===== src/rtl/dvfs_mbx_pkg.sv =====
package dvfs_mbx_pkg;

    localparam int VAL_W    = 16;
    localparam int BELL_BIT = 10;

    typedef struct packed {
        logic       done;
        logic       extra;
        logic [5:0] cmd;
        logic [15:0] val;
        logic [3:0] info;
        logic [3:0] id;
    } mbx_word_t;

    typedef enum logic [1:0] {
        RC_OK     = 2'd0,
        RC_FAIL   = 2'd1,
        RC_UNSUP  = 2'd2,
        RC_BADARG = 2'd3
    } rc_e;

    localparam logic [5:0] OP_VERSION   = 6'h01;
    localparam logic [5:0] OP_FEAT_GET  = 6'h02;
    localparam logic [5:0] OP_FEAT_SET  = 6'h03;
    localparam logic [5:0] OP_LVL_NUM   = 6'h09;
    localparam logic [5:0] OP_BOOST_IDX = 6'h10;
    localparam logic [5:0] OP_LVL_FREQ  = 6'h11;
    localparam logic [5:0] OP_FREQ_GET  = 6'h12;
    localparam logic [5:0] OP_FREQ_SET  = 6'h13;

    localparam logic [3:0] FEAT_DVFS  = 4'd2;
    localparam logic [3:0] TYPE_FREQ  = 4'd0;
    localparam logic [3:0] TYPE_LEVEL = 4'd1;

    localparam int FLG_EN    = 0;
    localparam int FLG_BOOST = 1;

endpackage


===== src/rtl/dvfs_level_table.sv =====
module dvfs_level_table #(
    parameter int MAX_LEVELS = 16,
    parameter int DEF_LEVELS = 12,
    parameter int DEF_BOOST  = 10,
    parameter int BASE_FREQ  = 800,
    parameter int STEP_FREQ  = 100,
    parameter int LVL_W      = 4,
    parameter int CNT_W      = 5
) (
    input  logic                   clk,
    input  logic                   rst_n,
    input  logic                   tbl_we,
    input  logic [LVL_W-1:0]       tbl_idx,
    input  logic [15:0]            tbl_freq,
    input  logic                   lim_we,
    input  logic [CNT_W-1:0]       lim_count,
    input  logic [CNT_W-1:0]       lim_boost,
    input  logic [LVL_W-1:0]       rd_a_idx,
    output logic [15:0]            rd_a_freq,
    input  logic [LVL_W-1:0]       rd_b_idx,
    output logic [15:0]            rd_b_freq,
    output logic [CNT_W-1:0]       lvl_count,
    output logic [CNT_W-1:0]       boost_idx,
    output logic [LVL_W-1:0]       load_level
);

    typedef struct packed {
        logic [MAX_LEVELS-1:0][15:0] freq;
        logic [CNT_W-1:0]            count;
        logic [CNT_W-1:0]            boost;
    } tbl_t;

    tbl_t q, n;
    logic [CNT_W-1:0] count_c;
    logic [CNT_W-1:0] boost_c;

    // clamp count to the table size and the boost index to the count
    always_comb begin
        count_c = (lim_count > CNT_W'(MAX_LEVELS)) ? CNT_W'(MAX_LEVELS) : lim_count;
        boost_c = (lim_boost > count_c) ? count_c : lim_boost;
        load_level = (boost_c == '0) ? '0 : LVL_W'(boost_c - CNT_W'(1));
    end

    always_comb begin
        n = q;
        if (tbl_we) begin
            n.freq[tbl_idx] = tbl_freq;
        end
        if (lim_we) begin
            n.count = count_c;
            n.boost = boost_c;
        end
    end

    always_ff @(posedge clk) begin
        if (!rst_n) begin
            for (int i = 0; i < MAX_LEVELS; i++) begin
                q.freq[i] <= 16'(BASE_FREQ + i * STEP_FREQ);
            end
            q.count <= CNT_W'(DEF_LEVELS);
            q.boost <= CNT_W'(DEF_BOOST);
        end else begin
            q <= n;
        end
    end

    assign rd_a_freq = q.freq[rd_a_idx];
    assign rd_b_freq = q.freq[rd_b_idx];
    assign lvl_count = q.count;
    assign boost_idx = q.boost;

endmodule


===== src/rtl/dvfs_mbx_exec.sv =====
module dvfs_mbx_exec
    import dvfs_mbx_pkg::*;
#(
    parameter int          LVL_W   = 4,
    parameter int          CNT_W   = 5,
    parameter logic [15:0] VERSION = 16'h0102
) (
    input  logic [3:0]       req_id,
    input  logic [3:0]       req_info,
    input  logic [15:0]      req_val,
    input  logic [5:0]       req_cmd,
    input  logic [3:0]       flags,
    input  logic [CNT_W-1:0] lvl_count,
    input  logic [CNT_W-1:0] boost_idx,
    input  logic [LVL_W-1:0] cur_level,
    input  logic [15:0]      sel_freq,
    input  logic [15:0]      cur_freq,
    output rc_e              rc,
    output logic [15:0]      result,
    output logic             flags_we,
    output logic [3:0]       flags_new,
    output logic             level_we,
    output logic [LVL_W-1:0] level_new
);

    logic idx_over;
    logic idx_boost;

    assign idx_over  = req_val >= VAL_W'(lvl_count);
    assign idx_boost = req_val >= VAL_W'(boost_idx);

    always_comb begin
        rc        = RC_OK;
        result    = '0;
        flags_we  = 1'b0;
        flags_new = req_val[3:0];
        level_we  = 1'b0;
        level_new = req_val[LVL_W-1:0];
        case (req_cmd)
            OP_VERSION: begin
                result = VERSION;
            end
            OP_FEAT_GET: begin
                if (req_id == FEAT_DVFS) begin
                    result = VAL_W'(flags);
                end else if (req_id > FEAT_DVFS) begin
                    rc = RC_BADARG;
                end
            end
            OP_FEAT_SET: begin
                if (req_id == FEAT_DVFS) begin
                    flags_we = 1'b1;
                end else if (req_id > FEAT_DVFS) begin
                    rc = RC_BADARG;
                end else begin
                    rc = RC_UNSUP;
                end
            end
            OP_LVL_NUM: begin
                result = VAL_W'(lvl_count);
            end
            OP_BOOST_IDX: begin
                result = VAL_W'(boost_idx);
            end
            OP_LVL_FREQ: begin
                if (req_info != TYPE_FREQ || idx_over) begin
                    rc = RC_BADARG;
                end else begin
                    result = sel_freq;
                end
            end
            OP_FREQ_GET: begin
                if (req_info == TYPE_FREQ) begin
                    result = cur_freq;
                end else if (req_info == TYPE_LEVEL) begin
                    result = VAL_W'(cur_level);
                end else begin
                    rc = RC_BADARG;
                end
            end
            OP_FREQ_SET: begin
                if (req_info != TYPE_LEVEL) begin
                    rc = RC_BADARG;
                end else if (!flags[FLG_EN]) begin
                    rc = RC_FAIL;
                end else if (idx_over) begin
                    rc = RC_BADARG;
                end else if (idx_boost && !flags[FLG_BOOST]) begin
                    rc = RC_BADARG;
                end else begin
                    level_we = 1'b1;
                end
            end
            default: begin
                // sensor/fan codes and anything unknown
                rc = RC_UNSUP;
            end
        endcase
    end

endmodule


===== src/rtl/dvfs_mailbox_resp.sv =====
module dvfs_mailbox_resp
    import dvfs_mbx_pkg::*;
#(
    parameter int          MAX_LEVELS = 16,
    parameter int          LATENCY    = 4,
    parameter int          DEF_LEVELS = 12,
    parameter int          DEF_BOOST  = 10,
    parameter int          BASE_FREQ  = 800,
    parameter int          STEP_FREQ  = 100,
    parameter logic [15:0] VERSION    = 16'h0102,
    localparam int         LVL_W      = $clog2(MAX_LEVELS),
    localparam int         CNT_W      = $clog2(MAX_LEVELS + 1)
) (
    input  logic             clk,
    input  logic             rst_n,
    input  logic             reg_wr,
    input  logic             reg_sel,
    input  logic [31:0]      reg_wdata,
    output logic [31:0]      reg_rdata,
    input  logic             cfg_tbl_we,
    input  logic [LVL_W-1:0] cfg_tbl_idx,
    input  logic [15:0]      cfg_tbl_freq,
    input  logic             cfg_lim_we,
    input  logic [CNT_W-1:0] cfg_lim_count,
    input  logic [CNT_W-1:0] cfg_lim_boost
);

    localparam int LAT_W = $clog2(LATENCY + 1);
    localparam logic [LVL_W-1:0] RST_LEVEL = LVL_W'(DEF_BOOST - 1);

    typedef struct packed {
        mbx_word_t        mbx;
        logic [31:0]      ctl;
        logic [3:0]       flags;
        logic [LVL_W-1:0] level;
        logic             busy;
        logic [LAT_W-1:0] cnt;
    } state_t;

    state_t q, n;

    logic [15:0]      sel_freq;
    logic [15:0]      cur_freq;
    logic [CNT_W-1:0] lvl_count;
    logic [CNT_W-1:0] boost_idx;
    logic [LVL_W-1:0] load_level;
    rc_e              rc;
    logic [15:0]      result;
    logic             flags_we;
    logic [3:0]       flags_new;
    logic             level_we;
    logic [LVL_W-1:0] level_new;
    logic             fire;

    dvfs_level_table #(
        .MAX_LEVELS (MAX_LEVELS),
        .DEF_LEVELS (DEF_LEVELS),
        .DEF_BOOST  (DEF_BOOST),
        .BASE_FREQ  (BASE_FREQ),
        .STEP_FREQ  (STEP_FREQ),
        .LVL_W      (LVL_W),
        .CNT_W      (CNT_W)
    ) u_table (
        .clk        (clk),
        .rst_n      (rst_n),
        .tbl_we     (cfg_tbl_we),
        .tbl_idx    (cfg_tbl_idx),
        .tbl_freq   (cfg_tbl_freq),
        .lim_we     (cfg_lim_we),
        .lim_count  (cfg_lim_count),
        .lim_boost  (cfg_lim_boost),
        .rd_a_idx   (q.mbx.val[LVL_W-1:0]),
        .rd_a_freq  (sel_freq),
        .rd_b_idx   (q.level),
        .rd_b_freq  (cur_freq),
        .lvl_count  (lvl_count),
        .boost_idx  (boost_idx),
        .load_level (load_level)
    );

    dvfs_mbx_exec #(
        .LVL_W   (LVL_W),
        .CNT_W   (CNT_W),
        .VERSION (VERSION)
    ) u_exec (
        .req_id    (q.mbx.id),
        .req_info  (q.mbx.info),
        .req_val   (q.mbx.val),
        .req_cmd   (q.mbx.cmd),
        .flags     (q.flags),
        .lvl_count (lvl_count),
        .boost_idx (boost_idx),
        .cur_level (q.level),
        .sel_freq  (sel_freq),
        .cur_freq  (cur_freq),
        .rc        (rc),
        .result    (result),
        .flags_we  (flags_we),
        .flags_new (flags_new),
        .level_we  (level_we),
        .level_new (level_new)
    );

    assign fire = q.busy && (q.cnt == '0);

    always_comb begin
        n = q;
        // host register writes
        if (reg_wr && reg_sel) begin
            n.ctl = reg_wdata;
            n.ctl[BELL_BIT] = 1'b0;
            if (reg_wdata[BELL_BIT] && !q.busy && !q.mbx.done) begin
                n.busy = 1'b1;
                n.cnt  = LAT_W'(LATENCY - 1);
            end
        end else if (reg_wr && !q.busy) begin
            n.mbx = mbx_word_t'(reg_wdata);
        end
        // request in flight
        if (q.busy) begin
            if (!fire) begin
                n.cnt = q.cnt - LAT_W'(1);
            end else begin
                n.busy     = 1'b0;
                n.mbx.done = 1'b1;
                n.mbx.cmd  = {4'b0000, rc};
                n.mbx.val  = result;
                if (flags_we) begin
                    n.flags = flags_new;
                end
                if (level_we) begin
                    n.level = level_new;
                end
            end
        end
        // limit reload has priority over a level set in the same cycle
        if (cfg_lim_we) begin
            n.level = load_level;
        end
    end

    always_ff @(posedge clk) begin
        if (!rst_n) begin
            q          <= '0;
            q.mbx.done <= 1'b1;
            q.level    <= RST_LEVEL;
        end else begin
            q <= n;
        end
    end

    assign reg_rdata = reg_sel ? q.ctl : q.mbx;

    logic             chk_busy;
    logic [31:0]      chk_mbx;
    logic [LVL_W-1:0] chk_level;
    logic [CNT_W-1:0] chk_count;
    assign chk_busy  = q.busy;
    assign chk_mbx   = q.mbx;
    assign chk_level = q.level;
    assign chk_count = lvl_count;

endmodule


===== config.mk =====
export PLATFORM = sky130hd
export DESIGN_NAME = dvfs_mailbox_resp
export DESIGN_NICKNAME = d
export VERILOG_FILES = /design/src/rtl/dvfs_mbx_pkg.sv /design/src/rtl/dvfs_level_table.sv /design/src/rtl/dvfs_mbx_exec.sv /design/src/rtl/dvfs_mailbox_resp.sv
export SDC_FILE = /design/constraint.sdc
export NUM_CORES = 1
export LEC_CHECK = 0
export BUFFER_PORTS_ARGS = -buffer_cell sky130_fd_sc_hd__clkbuf_2
export CORE_AREA = 2 2 211 213
export CTS_CLUSTER_DIAMETER = 40
export DETAILED_ROUTE_END_ITERATION = 10
export DIE_AREA = 0 0 213 215
export PLACE_DENSITY = 0.7
export SKIP_LAST_GASP = 1
export SYNTH_ARGS = -nofsm -noshare
export SYNTH_HDL_FRONTEND = slang
export SYNTH_SLANG_ARGS = --single-unit

===== constraint.sdc =====
create_clock -name clk -period 2.9 [get_ports clk]
set_input_delay 0.29 -clock clk [delete_from_list [all_inputs] [get_ports clk]]
set_output_delay 0.29 -clock clk [all_outputs]
set_load 0.005 [all_outputs]

* Word-level counts from Yosys, hierarchy flattened *
Cells that the tools add are included.
Widths: inputs -> output; s select.

storage, ports and cells
  bits in registers = 341
  latch bits = 0
  memory bits (writable) = 0
  memory bits (read-only) = 0
  input bits = 68
  word-level logic and storage cells = 122
  memories kept = 0

cells by class
  add/subtract/negate cells = 2
  multiply operators = 0
  div/mod/pow operators = 0
  $lt $le $gt $ge = 9
  equal/unequal tests = 11
  shift operators = 0
  multiplexer cells = 48
  bitwise logic cells = 1
  reduce and logical (&&, ||, !) cells = 22

operators by type and width
  kind                number
  $bwmux 256          1
  $bmux 16 s4         2
  $mux 32             3
  $pmux 16 s6         1
  $mux 16             5
  $demux 16 s4        1
  $mux 22             2
  $ge 16x5->1         2
  $mux 4              7
  $eq 6x5->1 const B  4
  $mux 2              10
  $lt 4x5->1 const B  3
  $mux 5              3
  $eq 6x2->1 const B  2
  $pmux 2 s6          1
  $mux 1              10
  $mux 8              1
  $logic_and 1x1->1   7
  $eq 6x1->1 const B  1
  $eq 6x4->1 const B  1
  $reduce_and 3->1    2
  $reduce_bool 2->1   3
  $gt 5x5->1          1
  $gt 5x5->1 const B  1
  other kinds (17)    19

* Depth between registers and ports, before layout *
  word-level depth = 11
  depth in mapped cells = 16
  gate-level depth less buffers = 15

* By module *
From an unflattened synthesis, not the netlist that was laid out.

unflattened totals
  cells, all modules = 1,999
  area, all modules = 18,625.4 um^2

modules (own cells, without submodules)
  module             times used  cells an instance  area each (um^2)  seq. area each (um^2)
  dvfs_level_table   1           1,471              14,381.3          5,325.1
  dvfs_mailbox_resp  1           398                3,266.9           1,501.4
  dvfs_mbx_exec      1           130                977.2             0.0

* Worst setup path after synthesis *
OpenSTA, ideal clock, no wires.

  kind = input to register
  start = input port cfg_lim_count[4]
  end = register q, in the netlist chk_level[2]
  data arrival time = 2.936 ns
  data required time = 2.765 ns
  path slack = -0.172 ns
  cell stages on the path = 14
  buffers on the path = 1
  path through = inv_1 > nand2_1 > ha_1 > a211oi_1 > o221ai_1 > nand2_1 > buf_1 > mux2i_1 > ha_1 > inv_1 > o41ai_1 > a21oi_1 > a32oi_1 > a41oi_1

on the way
  word-level cells in the longest chain between the ends = 7
  elaborated cells on any way between the ends = 8
  classes of those cells = add/sub (1); order compare (2); mux (4); reduce/logical (1)

RTL lines
  item                                            RTL line                  text
  start, declared                                 dvfs_mailbox_resp.sv:24   input logic [CNT_W-1:0] cfg_lim_count,
  $gt 5x5->1                                      dvfs_level_table.sv:39    count_c = (lim_count > CNT_W'(MAX_LEVELS)) ? CNT_W'(MAX_LEVELS) : lim_count;
  $mux 5 *                                        dvfs_level_table.sv:39
  $gt 5x5->1                                      dvfs_level_table.sv:40    boost_c = (lim_boost > count_c) ? count_c : lim_boost;
  $mux 5 *                                        dvfs_level_table.sv:40
  $sub 4x1->4 or $logic_not 5->1 (tied branches)  dvfs_level_table.sv:41    load_level = (boost_c == '0) ? '0 : LVL_W'(boost_c - CNT_W'(1));
  $mux 4 *                                        dvfs_level_table.sv:41
  $mux 4 *                                        dvfs_mailbox_resp.sv:137  if (cfg_lim_we) begin
  end signal, assigned                            dvfs_mailbox_resp.sv:148  q <= n;
  end, declared                                   dvfs_mailbox_resp.sv:40   state_t q, n;

Every way passes the cells marked *; elsewhere a longest branch is shown, timed or not.
A chain may end at the register's enable or synchronous reset.

* Worst setup path in the final report *
  start = register q, in the netlist chk_mbx[8]
  end = register q, in the netlist chk_mbx[24]

on the way
  word-level cells in the longest chain between the ends = 9
  elaborated cells on any way between the ends = 12
  classes of those cells = order compare (2); mux (8); reduce/logical (2)

RTL lines
  item               RTL line                  text
  $ge 16x5->1        dvfs_mbx_exec.sv:30       assign idx_boost = req_val >= VAL_W'(boost_idx);
  $logic_and 1x1->1  dvfs_mbx_exec.sv:88       end else if (idx_boost && !flags[FLG_BOOST]) begin
  $mux 2             dvfs_mbx_exec.sv:88
  $mux 2             dvfs_mbx_exec.sv:86       end else if (idx_over) begin
  $mux 2             dvfs_mbx_exec.sv:84       end else if (!flags[FLG_EN]) begin
  $mux 2             dvfs_mbx_exec.sv:82       if (req_info != TYPE_LEVEL) begin
  $pmux 2 s6 *       dvfs_mbx_exec.sv:39       case (req_cmd)
  $mux 22 *          dvfs_mailbox_resp.sv:121  if (!fire) begin
  $mux 22 *          dvfs_mailbox_resp.sv:120  if (q.busy) begin

Marks and branches as above.

==> summary.txt <==
Cell taking the most area after synthesis: sky130_fd_sc_hd__dfxtp_1
Vias in the first global route: 16.34k
CTS tree: built
HPWL after detailed placement: 37,430 µm
Maximum level of the CTS H-tree: 2
CTS Buffer Depth: 3
Die Footprint: 45,800 µm²
Clk Tree Root Cell: sky130_fd_sc_hd__clkbuf_16
Slew at the pin with the worst max-slew slack: 1.075 ns
Simple logic cell fraction of the synthesized area: 21.41%
Max FO, Critical Path: 7
Cells after Synth: 2,043
Cell Count, Final, Fillers Out: 2,762
Sinks on Clock Net: 341
Sw power: 3.109 mW
Routed WL per cell: 21.50 µm
Top achievable clock speed: 0.3948 GHz
Number of fill cells in the layout: 4,031
GR Overflow Total: 0
Worst clock skew: 0.02248 ns
Class of the tightest hold or removal check: primary input to flop
Y dimension of the die: 215 µm
Clock share of power: 47.1%
Number of unique standard cell types used by synthesis: 61
Initial DRC Count: 1,986
Setup Total Neg Slack: 0 ns
GR Layer Usage met1: 34.20%
Overall die width: 213 µm
Post-cts resize count: 0
Max capacitance violation total: 0
Synth async-reset ratio: 0%
Top post-synthesis cells by area: sky130_fd_sc_hd__dfxtp_1, sky130_fd_sc_hd__mux4_2, sky130_fd_sc_hd__nand2_1, sky130_fd_sc_hd__a21boi_0, sky130_fd_sc_hd__nand3_1
Main combinational cell family by area after synthesis: simple AND/OR/NAND/NOR gates
Worst slew margin relative to its limit: 28.14%
Chain of cells forming the critical path: inv_1, ha_1, nand2b_1, a2111oi_1, o31a_1, a221oi_1, a2111oi_0, nor2_1
Total Nets Final: 2,221
Number of buffers added on ports: 99
Synthesized-area fraction occupied by ao, oa, aoi and oai cells: 14.71%
Adder and majority cell fraction of the synthesized area: 1.248%
R2r setup slk: 0.37 ns
Placed Cells: 2,650
Met3 Usage GRT: 5.743%
Flip-flop and latch count after synthesis: 341
Syn Nets: 2,129
Post-detailed-routing wire length: 59,390 µm
Relative area change from synthesis to final layout: 17.71%
Sequential element share of the synthesized area: 37.82%
Maximum number of pins on one net before global-route repair: 140
Period utilisation layout: 87.34%
Yosys synthesis warning count: 0
Number of enable flip-flop cells after synthesis: 0
Synth Area in XOR/XNOR: 0%
Clock Latency Late Sink: 0.56 ns
Critical path capture point type: flop
Setup violations, final: 0
Internal power: 8.813 mW
Tightest hold margin: 0.02393 ns
Met2 usage in global routing: 41.14%
Max-slew violation count: 0
Combinational cell fraction of total power: 11.7%
Total via count after detailed routing: 16.29k
Via count normalized by instance count: 5.897
Share of the synthesized area in the top cell type: 37.82%
Core region area: 43,640 µm²
Global route hottest layer: met2
Worst reg2reg path endpoint: chk_mbx[24]$_SDFF_PN0_
Launch instance of the worst register-to-register path: chk_mbx[8]$_SDFF_PN0_
Netlist area before placement: 18,050 µm²
Worst setup path endpoint: chk_mbx[24]$_SDFF_PN0_
Status: finished, final reports clean
Power density over cell area: 561.2 nW/µm²
Launching instance or port of the critical path: chk_mbx[8]$_SDFF_PN0_
Crit path arrival time: 2.97 ns
Number of iterations in the first detailed-routing pass: 5
Power share of the sequential group: 41.2%
Time the worst path needs with I/O delays and setup: 2.533 ns
Setup repair after global routing missed its margin: no
Number of nets with antenna violations after routing: 0
Post-Synthesis Mean Instance Area: 8.834 µm²
Cts bufs inserted: 45
Count of standard-cell rows: 77
Setup Fix Bufs, Post-CTS: 0
Overall Global Routing Usage: 25.93%
Ys flop type: sky130_fd_sc_hd__dfxtp_1
Clock transition time at the flip-flop clock pins of the worst setup and hold paths: 0.06 ns
Crit path largest cell delay: 0.50 ns
Sw frac: 26.08%
Cell depth of the worst flop-to-flop path: 8
Final Hold Fails: 0
Ratio of cells with drive above 1 in the final layout: 20.79%
Classification of the worst setup path: flop to flop
Portion of netlist area occupied by mux cells: 20.39%
Initial antenna violation count: 3
Worst IR Drop VDD: 0.4080 mV
Static leakage power: 8.027 nW
IO Pins: 100
Critical path launch point type: flop
Initial core utilization: 41.35%
Required @ worst endpoint: 3.33 ns
Wire length of the first global-routing pass: 92,380 µm
Slowest stage cell on the critical path: sky130_fd_sc_hd__a2111oi_1
Global placer's final weighted congestion: 0.8887
DRC: 0
[through the flow]
stage	power (mW)	area (µm²)	util (%)	setup WS (ns)
2_1_floorplan	5.869	18060	-	0.01057
3_3_place_gp	6.317	19430	44.53	0.02389
3_5_place_dp	6.349	19430	44.53	-0.1008
4_1_cts	11.96	21240	48.67	0.4109
5_1_grt	12.30	21240	48.67	0.07241
6_report	11.92	21240	48.68	0.3670
[cell type report]
| class | count | area (µm²) | area share, % |
|---|---|---|---|
| clock buffer | 54 | 1222 | 5.754 |
| clock inverter | 27 | 285.3 | 1.343 |
| multi-input combinational | 1504 | 10450 | 49.21 |
| sequential | 341 | 6839 | 32.19 |
| tap | 592 | 740.7 | 3.487 |
| timing repair buffer | 221 | 1618 | 7.615 |
| antenna | 1 | 2.502 | 0.01178 |
| inverter | 22 | 82.58 | 0.3887 |
[cells in the final DEF, fill, tap and decap left out, types with 5 or more instances in the layout]
cell,netlist,final
sky130_fd_sc_hd__a211o_1,15,15
sky130_fd_sc_hd__clkinv_4,0,5
sky130_fd_sc_hd__nor2b_1,36,36
sky130_fd_sc_hd__nor3_1,13,9
sky130_fd_sc_hd__a211oi_1,22,22
sky130_fd_sc_hd__nand2b_1,6,6
sky130_fd_sc_hd__clkbuf_2,0,98
sky130_fd_sc_hd__dfxtp_1,341,335
sky130_fd_sc_hd__buf_4,7,82
sky130_fd_sc_hd__clkinv_2,0,9
sky130_fd_sc_hd__clkbuf_1,135,5
sky130_fd_sc_hd__mux4_2,132,132
sky130_fd_sc_hd__dlygate4sd3_1,0,30
sky130_fd_sc_hd__nand3_1,106,106
sky130_fd_sc_hd__a21boi_0,218,218
sky130_fd_sc_hd__inv_1,21,21
sky130_fd_sc_hd__inv_6,0,7
sky130_fd_sc_hd__mux2_2,29,29
sky130_fd_sc_hd__ha_1,18,18
sky130_fd_sc_hd__clkbuf_16,0,47
sky130_fd_sc_hd__o21ai_0,26,26
sky130_fd_sc_hd__nand2_1,682,682
sky130_fd_sc_hd__a21oi_1,31,31
sky130_fd_sc_hd__nor2_1,39,39
sky130_fd_sc_hd__and3_1,6,6
sky130_fd_sc_hd__a31oi_1,5,5
sky130_fd_sc_hd__and2_1,8,8
sky130_fd_sc_hd__buf_12,0,10
sky130_fd_sc_hd__mux2i_1,38,38
sky130_fd_sc_hd__a32oi_1,11,11
[what timing repair did]
item	in CTS	in global routing
hold buffers	30	0
setup endpoints to repair	0	0
endpoints found under the hold margin	42	0
[registers in the layout, indices dropped and copies added (netlist names)]
name and flops:
chk_busy 1, chk_mbx 32, u_table.lvl_count 5, q 38
u_table.q 256, chk_level 4, u_table.boost_idx 5
[metal layers]
layer | part of all wire (%) | vias to the layer above
li1 | - | 7328
met3 | 11 | 182
met2 | 46 | 861
met1 | 40 | 7913
met4 | 3.8 | 4
met5 | 0.051 | -
[power by group through the flow]
| stage | clock [mW] | combinational [mW] | sequential, mW |
|---|---|---|---|
| 6_report | 5.62 | 1.39 | 4.91 |
| 5_1_grt | 5.88 | 1.50 | 4.92 |
| 4_1_cts | 5.67 | 1.38 | 4.91 |
| 3_5_place_dp | 0 | 1.34 | 5.01 |
| 3_3_place_gp | 0 | 1.32 | 5.00 |
| 2_1_floorplan | 0 | 0.914 | 4.96 |
[critical path: cells and delay by family (launching register included)]
kind	cells	cell delay, ns
compound gates	4	1.45
flops	1	0.37
fa+ha+maj	1	0.29
simple gates	2	0.22
buf+inv	1	0.09
[worst min-delay path by stage]
stage / slack [ns] / cells past startpoint / start / to
2_1_floorplan: 0.42 / 2 / reg_wdata[31] / chk_mbx[31]$_SDFF_PN1_
3_3_place_gp: 0.45 / 2 / q[15]$_SDFFE_PN0P_ / q[15]$_SDFFE_PN0P_
3_5_place_dp: 0.46 / 2 / q[27]$_SDFFE_PN0P_ / q[27]$_SDFFE_PN0P_
4_1_cts: 0.005 / 3 / reg_wdata[12] / q[24]$_SDFFE_PN0P_
5_1_grt: 0.06 / 3 / reg_wdata[12] / q[24]$_SDFFE_PN0P_
6_report: 0.02 / 3 / reg_wdata[12] / q[24]$_SDFFE_PN0P_
[synth_stat cells (all sizes together) (5+ instances only)]
| master | n |
|---|---|
| nand2 | 682 |
| dfxtp | 341 |
| a21boi | 218 |
| clkbuf | 135 |
| mux4 | 132 |
| nand3 | 106 |
| buf | 41 |
| nor2 | 40 |
| mux2i | 38 |
| nor2b | 36 |
| a21oi | 31 |
| mux2 | 29 |
| o21ai | 26 |
| a211oi | 22 |
| inv | 22 |
| ha | 18 |
| a211o | 15 |
| nor3 | 13 |
| a32oi | 11 |
| and2 | 9 |
| and3 | 6 |
| nand2b | 6 |
| a31oi | 5 |
| nor3b | 5 |
[kinds of logic (layout without fill, tap and decap cells)]
| family | count (synthesis) | in the layout |
|---|---|---|
| flip-flops | 341 | 341 |
| buffers and inverters | 198 | 324 |
| multiplexers | 199 | 199 |
| AND/OR/NAND/NOR | 923 | 923 |
| AO/OA/AOI/OAI | 364 | 364 |
| adder cells (fa/ha/maj) | 18 | 18 |
| other | 0 | 1 |
Power figures use the tool's default switching activity.
